File: src/rtl/pgc_pkg.sv
package pgc_pkg;

  // Strobes from control to datapath
  typedef struct packed {
    logic gateSet;   // latch the gate high
    logic gateClr;   // force the gate low (wins over gateSet)
    logic delayArm;  // clear the shutdown delay counter
    logic delayRun;  // let the delay counter advance on ticks
  } pgcStrobe_t;

  typedef enum logic [1:0] {
    SD_IDLE  = 2'd0,
    SD_ARMED = 2'd1,
    SD_SHUT  = 2'd2
  } sdState_t;

endpackage

File: src/rtl/pgc_datapath.sv
module pgc_datapath
  import pgc_pkg::*;
#(
  parameter int SS_MAX_TICKS      = 19,
  parameter int REG_MAX_TICKS     = 25,
  parameter int SHDN_DELAY_TICKS  = 200000
) (
  input  logic       clk,
  input  logic       rstN,
  input  logic       tick,
  input  logic       regMode,
  input  pgcStrobe_t strb,
  output logic       gateOn,
  output logic       onLimitHit,
  output logic       delayDone
);

  localparam int ON_MAX = (REG_MAX_TICKS > SS_MAX_TICKS) ? REG_MAX_TICKS : SS_MAX_TICKS;
  localparam int ON_W   = $clog2(ON_MAX + 1);
  localparam int DLY_W  = $clog2(SHDN_DELAY_TICKS + 1);

  localparam logic [ON_W-1:0]  SS_LIM  = ON_W'(SS_MAX_TICKS);
  localparam logic [ON_W-1:0]  REG_LIM = ON_W'(REG_MAX_TICKS);
  localparam logic [ON_W-1:0]  ON_TOP  = ON_W'(ON_MAX);
  localparam logic [DLY_W-1:0] DLY_END = DLY_W'(SHDN_DELAY_TICKS);

  logic [ON_W-1:0]  onTimer;
  logic [DLY_W-1:0] delayCnt;
  logic [ON_W-1:0]  activeLim;

  // Gate latch: clear dominates set
  always_ff @(posedge clk or negedge rstN) begin
    if (!rstN)             gateOn <= 1'b0;
    else if (strb.gateClr) gateOn <= 1'b0;
    else if (strb.gateSet) gateOn <= 1'b1;
  end

  // ON-time counter, runs only while the gate is high
  always_ff @(posedge clk or negedge rstN) begin
    if (!rstN)                          onTimer <= '0;
    else if (!gateOn)                   onTimer <= '0;
    else if (tick && onTimer != ON_TOP) onTimer <= onTimer + 1'b1;
  end

  assign activeLim  = regMode ? REG_LIM : SS_LIM;
  assign onLimitHit = gateOn && (onTimer >= activeLim);

  // Shutdown delay counter
  always_ff @(posedge clk or negedge rstN) begin
    if (!rstN)                                 delayCnt <= '0;
    else if (strb.delayArm)                    delayCnt <= '0;
    else if (strb.delayRun && tick && !delayDone) delayCnt <= delayCnt + 1'b1;
  end

  assign delayDone = strb.delayRun && (delayCnt == DLY_END);

endmodule

File: src/rtl/pgc_control.sv
module pgc_control
  import pgc_pkg::*;
#(
  parameter int NEG_RUN_LEN = 3
) (
  input  logic       clk,
  input  logic       rstN,
  input  logic       enable,
  input  logic       posPulse,
  input  logic       negPulse,
  input  logic       ocTrip,
  input  logic       onLimitHit,
  input  logic       delayDone,
  output pgcStrobe_t strb,
  output logic       shutdownReq
);

  localparam int RUN_W = (NEG_RUN_LEN > 2) ? $clog2(NEG_RUN_LEN) : 1;
  localparam logic [RUN_W-1:0] RUN_LAST = RUN_W'(NEG_RUN_LEN - 1);

  sdState_t         sdState;
  logic [RUN_W-1:0] negRun;
  logic             isShut;
  logic             posOk;
  logic             negOk;
  logic             cmdSeen;

  assign isShut  = (sdState == SD_SHUT);
  assign posOk   = posPulse && enable && !ocTrip && !isShut;
  assign negOk   = negPulse && enable && !isShut;
  assign cmdSeen = (sdState == SD_IDLE) && negOk && !posOk && (negRun == RUN_LAST);

  always_comb begin
    strb.gateSet  = posOk;
    strb.gateClr  = !enable || isShut || ocTrip || negPulse || onLimitHit || delayDone;
    strb.delayArm = cmdSeen;
    strb.delayRun = (sdState == SD_ARMED);
  end

  // Consecutive turn-off run counter, active only before a command
  always_ff @(posedge clk or negedge rstN) begin
    if (!rstN)                      negRun <= '0;
    else if (sdState != SD_IDLE)    negRun <= '0;
    else if (posOk)                 negRun <= '0;
    else if (negOk) begin
      if (negRun == RUN_LAST)       negRun <= '0;
      else                          negRun <= negRun + 1'b1;
    end
  end

  always_ff @(posedge clk or negedge rstN) begin
    if (!rstN) sdState <= SD_IDLE;
    else begin
      case (sdState)
        SD_IDLE:  if (cmdSeen)   sdState <= SD_ARMED;
        SD_ARMED: if (delayDone) sdState <= SD_SHUT;
        default:                 sdState <= SD_SHUT;
      endcase
    end
  end

  assign shutdownReq = isShut;

endmodule

File: src/rtl/pulse_gate_ctrl.sv
module pulse_gate_ctrl #(
  parameter int SS_MAX_TICKS     = 19,
  parameter int REG_MAX_TICKS    = 25,
  parameter int SHDN_DELAY_TICKS = 200000,
  parameter int NEG_RUN_LEN      = 3
) (
  input  logic clk,
  input  logic rstN,
  input  logic enable,
  input  logic tick,
  input  logic regMode,
  input  logic posPulse,
  input  logic negPulse,
  input  logic ocTrip,
  output logic gateOn,
  output logic shutdownReq
);

  pgc_pkg::pgcStrobe_t strb;
  logic onLimitHit;
  logic delayDone;

  pgc_control #(
    .NEG_RUN_LEN(NEG_RUN_LEN)
  ) u_ctrl (
    .clk        (clk),
    .rstN       (rstN),
    .enable     (enable),
    .posPulse   (posPulse),
    .negPulse   (negPulse),
    .ocTrip     (ocTrip),
    .onLimitHit (onLimitHit),
    .delayDone  (delayDone),
    .strb       (strb),
    .shutdownReq(shutdownReq)
  );

  pgc_datapath #(
    .SS_MAX_TICKS    (SS_MAX_TICKS),
    .REG_MAX_TICKS   (REG_MAX_TICKS),
    .SHDN_DELAY_TICKS(SHDN_DELAY_TICKS)
  ) u_dp (
    .clk       (clk),
    .rstN      (rstN),
    .tick      (tick),
    .regMode   (regMode),
    .strb      (strb),
    .gateOn    (gateOn),
    .onLimitHit(onLimitHit),
    .delayDone (delayDone)
  );

endmodule

File: config.mk
export PLATFORM = sky130hd
export DESIGN_NAME = pulse_gate_ctrl
export DESIGN_NICKNAME = d
export VERILOG_FILES = /design/src/rtl/pgc_pkg.sv /design/src/rtl/pgc_datapath.sv /design/src/rtl/pgc_control.sv /design/src/rtl/pulse_gate_ctrl.sv
export SDC_FILE = /design/constraint.sdc
export NUM_CORES = 1
export LEC_CHECK = 0
export ABC_CLOCK_PERIOD_IN_PS = 2600
export BUFFER_PORTS_ARGS = -buffer_cell sky130_fd_sc_hd__buf_2
export CAP_MARGIN = 25
export CORE_UTILIZATION = 29
export CTS_BUF_LIST = sky130_fd_sc_hd__clkbuf_16
export CTS_CLUSTER_DIAMETER = 60
export DETAILED_ROUTE_END_ITERATION = 10
export MAX_ROUTING_LAYER = met4
export PLACE_DENSITY_LB_ADDON = 0.12
export SLEW_MARGIN = 20
export SYNTH_ARGS = -nofsm -noshare
export SYNTH_HDL_FRONTEND = slang
export SYNTH_SLANG_ARGS = --single-unit
export TNS_END_PERCENT = 100
File: constraint.sdc
create_clock -name clk -period 2.6 [get_ports clk]
set_clock_uncertainty 0.15 [all_clocks]
set_input_delay 0.26 -clock clk [delete_from_list [all_inputs] [get_ports clk]]
set_output_delay 0.26 -clock clk [all_outputs]
set_load 0.03 [all_outputs]
Word-level counts from Yosys, hierarchy flattened

Index checks and enable logic that the tools add are counted.

Flip-flop bits (word level): 28
Bits of input ports: 8
Logic and storage cells: 60

Add/subtract/negate cells: 3
Magnitude comparators: 1
Equality and inequality tests: 8
Mux-type cells: 14
Reduce and logical (&&, ||, !) cells: 29

Operators by type and width:

| operator              | number |
|---|---|
| $mux 18               | 2 |
| $add 18x1->18 const B | 1 |
| $eq 18x18->1 const B  | 1 |
| $logic_and 1x1->1     | 13 |
| $mux 2                | 6 |
| $mux 5                | 2 |
| $reduce_bool 2->1     | 3 |
| $add 5x1->5 const B   | 1 |
| $ge 5x5->1            | 1 |
| $logic_not 1->1       | 5 |
| $logic_or 1x1->1      | 5 |
| $ne 5x5->1 const B    | 1 |
| $eq 2x2->1 const B    | 2 |
| $mux 4                | 1 |
| $ne 2x2->1 const B    | 2 |
| $pmux 2 s2            | 1 |
| $reduce_bool 3->1     | 1 |
| $add 2x1->2 const B   | 1 |
| $eq 2x1->1 const B    | 1 |
| $logic_not 2->1       | 1 |
| $mux 1                | 2 |
| $ne 2x1->1 const B    | 1 |
| $reduce_and 2->1      | 1 |

Logic depth before layout (Yosys ltp)

Gate-level depths: netlist of run 1.

Depth after elaboration: 8
Mapped depth: 7
Depth with buffers taken out: 7

Hierarchy

From an unflattened synthesis of run 1, not the netlist that was laid out.

Cell total of the unflattened synthesis: 163
Area, all modules: 1,650.3 µm²

By module, submodules not included:

| module       | instances | cells an instance | area an instance (µm²) | seq. area each (µm²) |
|---|---|---|---|---|
| pgc_datapath | 1         | 138               | 1,366.3                | 600.6 |
| pgc_control  | 1         | 25                | 284.0                  | 100.1 |

Worst setup path after synthesis of run 1

OpenSTA, ideal clock, no wires.

Path type: register to register
Start: reg u_dp.delayCnt[14]
End: reg u_dp.delayCnt[1]
Library setup time: 0.132 ns
Data arrival time: 1.692 ns
Path slack: 0.626 ns
Cell stages (with the launch flop): 6
Cell sequence: dfrtp_1 or4b_1 or3_4 o21ai_2 mux2i_1 nor2_1

Word-level cells in the longest chain between the ends: 5

RTL lines:

| what                               | line               | text |
|---|---|---|
| start, declared                    | pgc_datapath.sv:28 | `logic [DLY_W-1:0] delayCnt;` |
| start signal, assigned             | pgc_datapath.sv:52 | `else if (strb.delayRun && tick && !delayDone) delayCnt <= delayCnt + 1'b1;` |
| $eq 18x18->1                       | pgc_datapath.sv:55 | `assign delayDone = strb.delayRun && (delayCnt == DLY_END);` |
| $logic_and 1x1->1                  | pgc_datapath.sv:55 |  |
| $logic_not 1->1                    | pgc_datapath.sv:52 |  |
| $logic_and 1x1->1                  | pgc_datapath.sv:52 |  |
| $reduce_bool 2->1 (no source line) | --                 |  |

No other way between the ends.
A chain may end at the register's enable or synchronous reset.

Worst setup path after layout of run 1

Start: reg u_dp.delayCnt[14]
End: reg u_dp.delayCnt[11]

The elaborated chain is that of the path after synthesis.

==> results.txt, run 1 <==
----------------------------------------------------
[Status]
  Status ... finished clean

[Routing]
  1st-iter DRT viols ... 104
  Mean routed wirelength per cell ... 13.1 um
  DRC ... 0
  Via count ... 1176
  Via density per instance ... approximately 4.9
  Antenna viol nets, final ... 0
  Final wirelength ... 3150 um
  Number of detailed-routing iterations run before antenna repair ... 5

[Yosys]
  Area share of the largest cell type after synthesis ... 46.2%
  Area leader, netlist ... dfrtp_1
  Leading post-synthesis cells by cell area ... dfrtp_1 46%, ha_1 5.0%, nand3_1 4.3%, xnor2_1 4.0%, xor2_1 4.0%
  Async S/R FF share, synth ... 100%
  Number of synthesized register bits ... 28
  Number of flops mapped to enable cells by yosys ... 0
  Number of instances in the synthesized netlist ... 160
  Synth Area per Inst ... 9.48 um^2
  Dominant register cell in the synthesized netlist ... dfrtp_1
  Sequential element share of the synthesized area ... about 46%
  Net Count, Synth ... 174
  Post-synthesis instance area ... 0.00152 mm^2
  Post-synth cell types ... 35
  Synthesis Warnings ... 0

[STA]
  Setup-failing EPs final ... 0
  Unrepaired setup endpoints after global routing ... no
  Fmax achieved ... 484 MHz
  Crit path setup slack, layout ... 0.534 ns
  Sum Neg Setup Slack ... 0 ns
  Final hold violations ... 0
  Slew Viols, Final ... 0
  Final worst path period share ... 79.4%
  Max-Slew Margin vs Limit ... 57.4%
  Transition time at the pin with the least slew margin ... 0.638 ns
  Post-layout min period ... between 2 and 2.5 ns

[Placed design]
  Placed cell count ... 235
  Total half-perimeter wirelength after legalization and detailed placement ... approximately 2300 um
  Port-buffer cells ... 9
  Placer's final routability congestion estimate ... 0.779
  Worst slack at placement ... 0.555 ns

[Layout]
  Sequential standard cell area ... roughly 700 um^2
  Multi-input combinational cell area ... roughly 800 um^2
  Layout Area Growth over Synthesis ... 14.4%
  Leading cell types in the layout, fill and taps excluded ... 28 x dfrtp_1, 16 x nor2_1, 13 x nand2_1, 13 x nand3_1, 9 x buf_2
  Number of fillers in the final layout ... 523
  Diode count ... 0
  Final std cells w/o fill ... 240
  Proportion of layout cells with a drive suffix above 1 ... 9.25%
  Most frequent standard cell in the layout excluding fill and tap cells ... dfrtp_1
  Number of nets in the final layout ... 188

[Floorplan]
  Die Footprint ... between 0.005 and 0.006 mm^2
  # rows ... 25
  Floorplan die height ... 74.3 um
  Number of I/O pins ... 10
  Die Width ... about 74 um
  Std-Cell Core Area ... between 0.004 and 0.005 mm^2
  Starting utilization of the core area ... 31.1%

[Critical path]
  Crit path arrival time ... 2.06 ns
  CP required ... 2.60 ns
  End of the worst register-to-register path ... u_dp.delayCnt[11]
  Largest fanout of any net on the critical path ... 6
  Start of the worst register-to-register path ... u_dp.delayCnt[14]
  Worst setup slack for register-to-register paths ... 0.53 ns
  Critical path capture point type ... flip-flop
  Worst Setup Start Kind ... flip-flop
  Critical path start-end classification ... flip-flop to flip-flop
  Depth of the worst register-to-register path ... 5

[Run]
  Maxcap violations ... 0

[Clock tree]
  Max H-tree Level ... 1
  Number of post-CTS setup repair buffers ... 0
  Inserted Clock Buffers ... 3
  Post-CTS Hold Fix Bufs ... 1
  Clock tree from TritonCTS ... done
  Clock edge transition at the registers on the reported setup and hold paths ... 0.07 ns
  Resized Gates After CTS ... 0
  Clock latency reported for the late side of the worst-skew pair ... 0.26 ns
  Buffer depth of the longest clock path ... 2
  Cell at the root of the clock tree ... clkbuf_16
  Sink Count ... 28

[Worst hold path]
  Startpoint of the lowest-slack hold path ... negPulse
  Hold Path Class ... input port to flip-flop
  Hold Path End ... u_dp.gateOn
  Cells on Worst Hold Path ... 4

[Power]
  Peak supply drop ... roughly 0.00026 V
  Areal power density over the cells ... 582 mW/mm^2
  Static Leakage ... 0.789 nW

[GRT]
  Number of global-route vias before repair ... between 1000 and 1500
  Number of antenna violations at the first check in global routing ... 0
  Overall track demand over capacity in global routing ... 13.3%
  Maximum number of pins on one net before global-route repair ... 29
  Total gr overflow ... 0
  First-pass GRT wire length ... 5240 um

----------------------------------------------------
how the worst max path moves through the flow:
stage                      startpoint                 to  slack, ns  depth (start not counted)
finish              u_dp.delayCnt[14]  u_dp.delayCnt[11]       0.53                          5
global placement    u_dp.delayCnt[14]  u_dp.delayCnt[11]       0.55                          5
CTS                 u_dp.delayCnt[14]   u_dp.delayCnt[1]       0.54                          5
floorplan           u_dp.delayCnt[14]   u_dp.delayCnt[1]       0.63                          5
global route        u_dp.delayCnt[14]  u_dp.delayCnt[11]       0.41                          5
detailed placement  u_dp.delayCnt[14]   u_dp.delayCnt[1]       0.56                          5
layer usage:
| metal | GRT usage (%) | wire, um |
|---|---|---|
| met5 | - | 0 |
| met4 | 5.03 | 46 |
| met3 | 1.63 | 90 |
| met2 | 21.5 | 1370 |
| met1 | 16.9 | 1640 |
cells in the mapped netlist, drive strengths merged, types with 2 or more instances:
cell type and n:
nor2 16, and3 2, nand2b 2, nor3 3, dfrtp 28, nand4b 2
nor4 3, xor2 7, nand3 13, a21oi 4, and2 7, o21ai 11
nand2 13, nand4 8, or3 3, inv 7, xnor2 7, and3b 2
clkbuf 2, ha 6, nor2b 2, and4 2
area by class of cell:
| class | count | area share (%) |
|---|---|---|
| clock inverter | 1 | 0.216 |
| clock buffer | 3 | 4.33 |
| inverter | 7 | 1.52 |
| timing repair buffer | 11 | 3.61 |
| multi-input combinational | 123 | 45.1 |
| sequential | 28 | 40.4 |
| tap | 67 | 4.83 |
metrics by stage:
step                total power (W)  instance area [um^2]  hold WS [ns]  utilization, %
finish                      0.00101                  1730         0.137            35.5
global placement           0.000659                  1650         0.167            33.7
global route                0.00107                  1730         0.175            35.5
floorplan                  0.000612                  1520        -0.186               -
detailed placement         0.000667                  1650         0.181            33.7
CTS                         0.00102                  1730         0.133            35.5
state kept, by name (all words and copies together), names as in the netlist:
| name | flops |
|---|---|
| u_ctrl.negRun | 2 |
| u_ctrl.sdState | 2 |
| u_dp.delayCnt | 18 |
| u_dp.gateOn | 1 |
| u_dp.onTimer | 5 |
power by group:
group,switching [W],internal [W],leakage (nW)
sequential,0.0000612,0.000476,0.372
clock,0.000145,0.000206,0.0385
combinational,0.0000699,0.0000518,0.378
logic make-up (layout without fill, tap and decap cells):
kind of cell / count (synthesis) / count (layout) / share of synthesized area (%)
adders and majority gates: 6 / 6 / 4.95
buffers and inverters: 9 / 22 / 2.23
and+or+nand+nor: 82 / 82 / 29.6
AOI/OAI and AO/OA: 20 / 20 / 8.25
muxes: 1 / 1 / 0.660
DFF: 28 / 28 / 46.2
xor gates and xnor gates: 14 / 14 / 8.09
critical path: stages, from the launching register on:
cell and delay, ns:
dfrtp_1 0.43, or4b_1 0.52, or3_4 0.42, nor2_1 0.23, or3_1 0.15, a21oi_1 0.06
No activity file was read; power rests on OpenSTA's default activity.
==> run 2, diff against run 1 <==
--- a/config.mk
+++ b/config.mk
@@ -5,7 +5,8 @@
 export SDC_FILE = /design/constraint.sdc
 export NUM_CORES = 1
 export LEC_CHECK = 0
-export ABC_CLOCK_PERIOD_IN_PS = 2600
+export ABC_AREA = 1
+export ABC_CLOCK_PERIOD_IN_PS = 2000
 export BUFFER_PORTS_ARGS = -buffer_cell sky130_fd_sc_hd__buf_2
 export CAP_MARGIN = 25
 export CORE_UTILIZATION = 29
==> constraint.sdc (replaced) <==
create_clock -name clk -period 2 [get_ports clk]
set_clock_uncertainty 0.15 [all_clocks]
set_input_delay 0.2 -clock clk [delete_from_list [all_inputs] [get_ports clk]]
set_output_delay 0.2 -clock clk [all_outputs]
set_load 0.03 [all_outputs]
==> results.txt, run 2 <==
----------------------------------------------------
[STA]
  Transition time at the pin with the least slew margin ... 0.657 ns
  Sum Neg Setup Slack ... 0 ns
  Slew Viols, Final ... 0
  Final worst path period share ... 89.2%
  Post-layout min period ... 1.78 ns
  Unrepaired setup endpoints after global routing ... no
  Final hold violations ... 0
  Final hold slack ... 0.0769 ns
  Setup-failing EPs final ... 0
  Fmax achieved ... 560 MHz
  Crit path setup slack, layout ... 0.215 ns
  Max-Slew Margin vs Limit ... 56.2%

[Routing]
  DRC ... 0
  1st-iter DRT viols ... 67
  Number of detailed-routing iterations run before antenna repair ... 4
  Final wirelength ... about 4000 um
  Wire length on met2 ... roughly 1800 um
  Via density per instance ... 4.54
  Antenna viol nets, final ... 0
  Via count ... around 1500
  Top routing layer in use ... met4
  Met1 wire length ... between 2000 and 2500 um
  Mean routed wirelength per cell ... 12.0 um
  Routed length on met3 ... 117 um

[Floorplan]
  Die Footprint ... 0.00677 mm^2
  Die Width ... 82.3 um
  Starting utilization of the core area ... between 30% and 40%
  Std-Cell Core Area ... 0.00606 mm^2
  # rows ... 28
  Number of I/O pins ... 10
  Floorplan die height ... 82.3 um

[Yosys]
  Synthesis Warnings ... 0
  Number of instances in the synthesized netlist ... 241
  Dominant register cell in the synthesized netlist ... dfrtp_1
  Leading cell types by count after synthesis ... 56 x nand2_1, 34 x nand3_1, 33 x nor2_1, 28 x dfrtp_1, 21 x inv_1
  Post-synth cell types ... 34
  Async S/R FF share, synth ... 100%
  Area share of the largest cell type after synthesis ... 37.5%
  Synth Area per Inst ... 7.76 um^2
  Sequential element share of the synthesized area ... 37.5%
  Number of synthesized register bits ... 28
  Leading cell type by number of instances after synthesis ... nand2_1
  Net Count, Synth ... 255
  Post-synthesis instance area ... roughly 0.0019 mm^2
  Number of flops mapped to enable cells by yosys ... 0
  Area leader, netlist ... dfrtp_1
  Leading post-synthesis cells by cell area ... dfrtp_1 37%, nand2_1 11%, nand3_1 9.1%, nor2_1 6.6%, nand3_2 6.4%

[Layout]
  Number of fillers in the final layout ... 656
  Most frequent standard cell in the layout excluding fill and tap cells ... nand2_1
  Leading cell types in the layout, fill and taps excluded ... 56 x nand2_1, 34 x nand3_1, 33 x nor2_1
  Diode count ... 0
  Biggest regs ... u_dp.delayCnt (18), u_dp.onTimer (5)
  Number of nets in the final layout ... between 200 and 300
  Largest reg by FF count ... u_dp.delayCnt
  Number of flip-flops under the largest register name ... 18
  Layout Area Growth over Synthesis ... 12.9%
  Proportion of layout cells with a drive suffix above 1 ... ~16%

[Clock tree]
  Sink Count ... 28
  Inserted Clock Buffers ... 3
  Max H-tree Level ... 1
  Clock tree from TritonCTS ... done
  Number of post-CTS setup repair buffers ... 0
  Clock edge transition at the registers on the reported setup and hold paths ... 0.07 ns
  Buffer depth of the longest clock path ... 2
  Clock latency reported for the late side of the worst-skew pair ... ~0.26 ns
  Cell at the root of the clock tree ... clkbuf_16

[Placed design]
  Port-buffer cells ... 9
  Placer's final routability congestion estimate ... 0.741
  Total half-perimeter wirelength after legalization and detailed placement ... 3000 um
  Worst slack at placement ... 0.210 ns

[Power]
  Peak supply drop ... between 0.0002 and 0.0003 V
  Static Leakage ... 1.01 nW
  Areal power density over the cells ... 635 mW/mm^2

[Worst hold path]
  Hold Path End ... u_dp.gateOn
  Startpoint of the lowest-slack hold path ... posPulse
  Hold Path Class ... input port to flip-flop
  Cells on Worst Hold Path ... 3

[Critical path]
  End of the worst register-to-register path ... u_dp.delayCnt[7]
  Depth of the worst register-to-register path ... 9
  Critical path capture point type ... flip-flop
  Critical path start-end classification ... flip-flop to flip-flop
  Worst Setup Start Kind ... flip-flop
  CP required ... 2.01 ns
  Crit path arrival time ... 1.79 ns
  Largest fanout of any net on the critical path ... 14
  Start of the worst register-to-register path ... u_dp.delayCnt[0]
  Worst setup slack for register-to-register paths ... 0.22 ns

[GRT]
  Number of global-route vias before repair ... 1380
  First-pass GRT wire length ... 6710 um
  Maximum number of pins on one net before global-route repair ... 29
  Overall track demand over capacity in global routing ... about 14%
  Total gr overflow ... 0
  Number of antenna violations at the first check in global routing ... 0

[Run]
  Maxcap violations ... 0

[Status]
  Status ... finished clean

----------------------------------------------------
run 2: cell types whose count changed in the layout (fill, tap and decap cells not counted), moves of 4 or more:
cell | before | now
nand2_1 | 13 | 56
and2_1 | 7 | 0
o21ai_0 | 8 | 0
nand3_1 | 13 | 34
nand4_1 | 8 | 1
nor2_1 | 16 | 33
nand3_2 | 0 | 12
buf_4 | 1 | 5
inv_1 | 7 | 21
run 2: per-stage QoR:
stage	util [%]	total power (W)	cell area [um^2]	cells
2_1_floorplan	-	0.000825	1870	241
3_3_place_gp	33.4	0.000893	2020	326
3_5_place_dp	33.4	0.000888	2020	326
4_1_cts	34.8	0.00136	2110	331
5_1_grt	34.8	0.00142	2110	331
6_report	34.8	0.00134	2110	331
run 2: critical path, cell delays in order (launching register included):
cell and delay (ns):
dfrtp_1 0.40, inv_1 0.11, ha_1 0.20, nand3_1 0.08, nor2_1 0.06, nand2_2 0.11
nand3_4 0.20, buf_4 0.24, nand3_1 0.06, nand2_1 0.06
run 2: cell type report:
class / instances / area [um^2] / share of cell area [%]
multi-input cells: 182 / 1020 / 48.4
flip-flops and latches: 28 / 701 / 33.2
repair buffers: 16 / 113 / 5.33
inverters: 26 / 103 / 4.86
well taps: 75 / 93.8 / 4.45
clock buffers: 3 / 75.1 / 3.56
clock inverters: 1 / 3.75 / 0.178
run 2: kinds of logic after synthesis:
logic type / synth area share, %
buffers and inverters: 7.83
and+or+nand+nor: 39.3
muxes: 0.535
adders and majority gates: 4.02
xor gates and xnor gates: 7.03
AOI/OAI and AO/OA: 3.82
DFF: 37.5
run 2: worst max-delay path by stage:
stage,cells past startpoint,start,slack [ns],endpoint
5_1_grt,9,u_dp.delayCnt[0],0.04,u_dp.delayCnt[9]
4_1_cts,9,u_dp.delayCnt[0],0.21,u_dp.delayCnt[9]
2_1_floorplan,10,u_dp.delayCnt[0],0.35,u_dp.delayCnt[13]
6_report,9,u_dp.delayCnt[0],0.22,u_dp.delayCnt[7]
3_5_place_dp,9,u_dp.delayCnt[0],0.21,u_dp.delayCnt[9]
3_3_place_gp,8,u_dp.delayCnt[0],0.25,u_dp.delayCnt[0]
run 2: repair_timing:
item	in CTS	in global routing
hold buffers	1	0
endpoints found under the hold margin	28	0
resized for setup	0	0
run 2: where the power goes:
group	internal [W]	leakage, nW	switching [W]
clock network	0.000268	0.0385	0.000198
logic	0.0000877	0.592	0.000131
registers	0.000606	0.379	0.0000504
total	0.000962	1.01	0.000379
run 2: routing by layer:
layer | vias up | track usage [%]
li1 | 811 | -
met2 | 15 | 21.1
met1 | 675 | 18.0
met4 | 0 | 3.68
met3 | 2 | 2.64
met5 | - | -
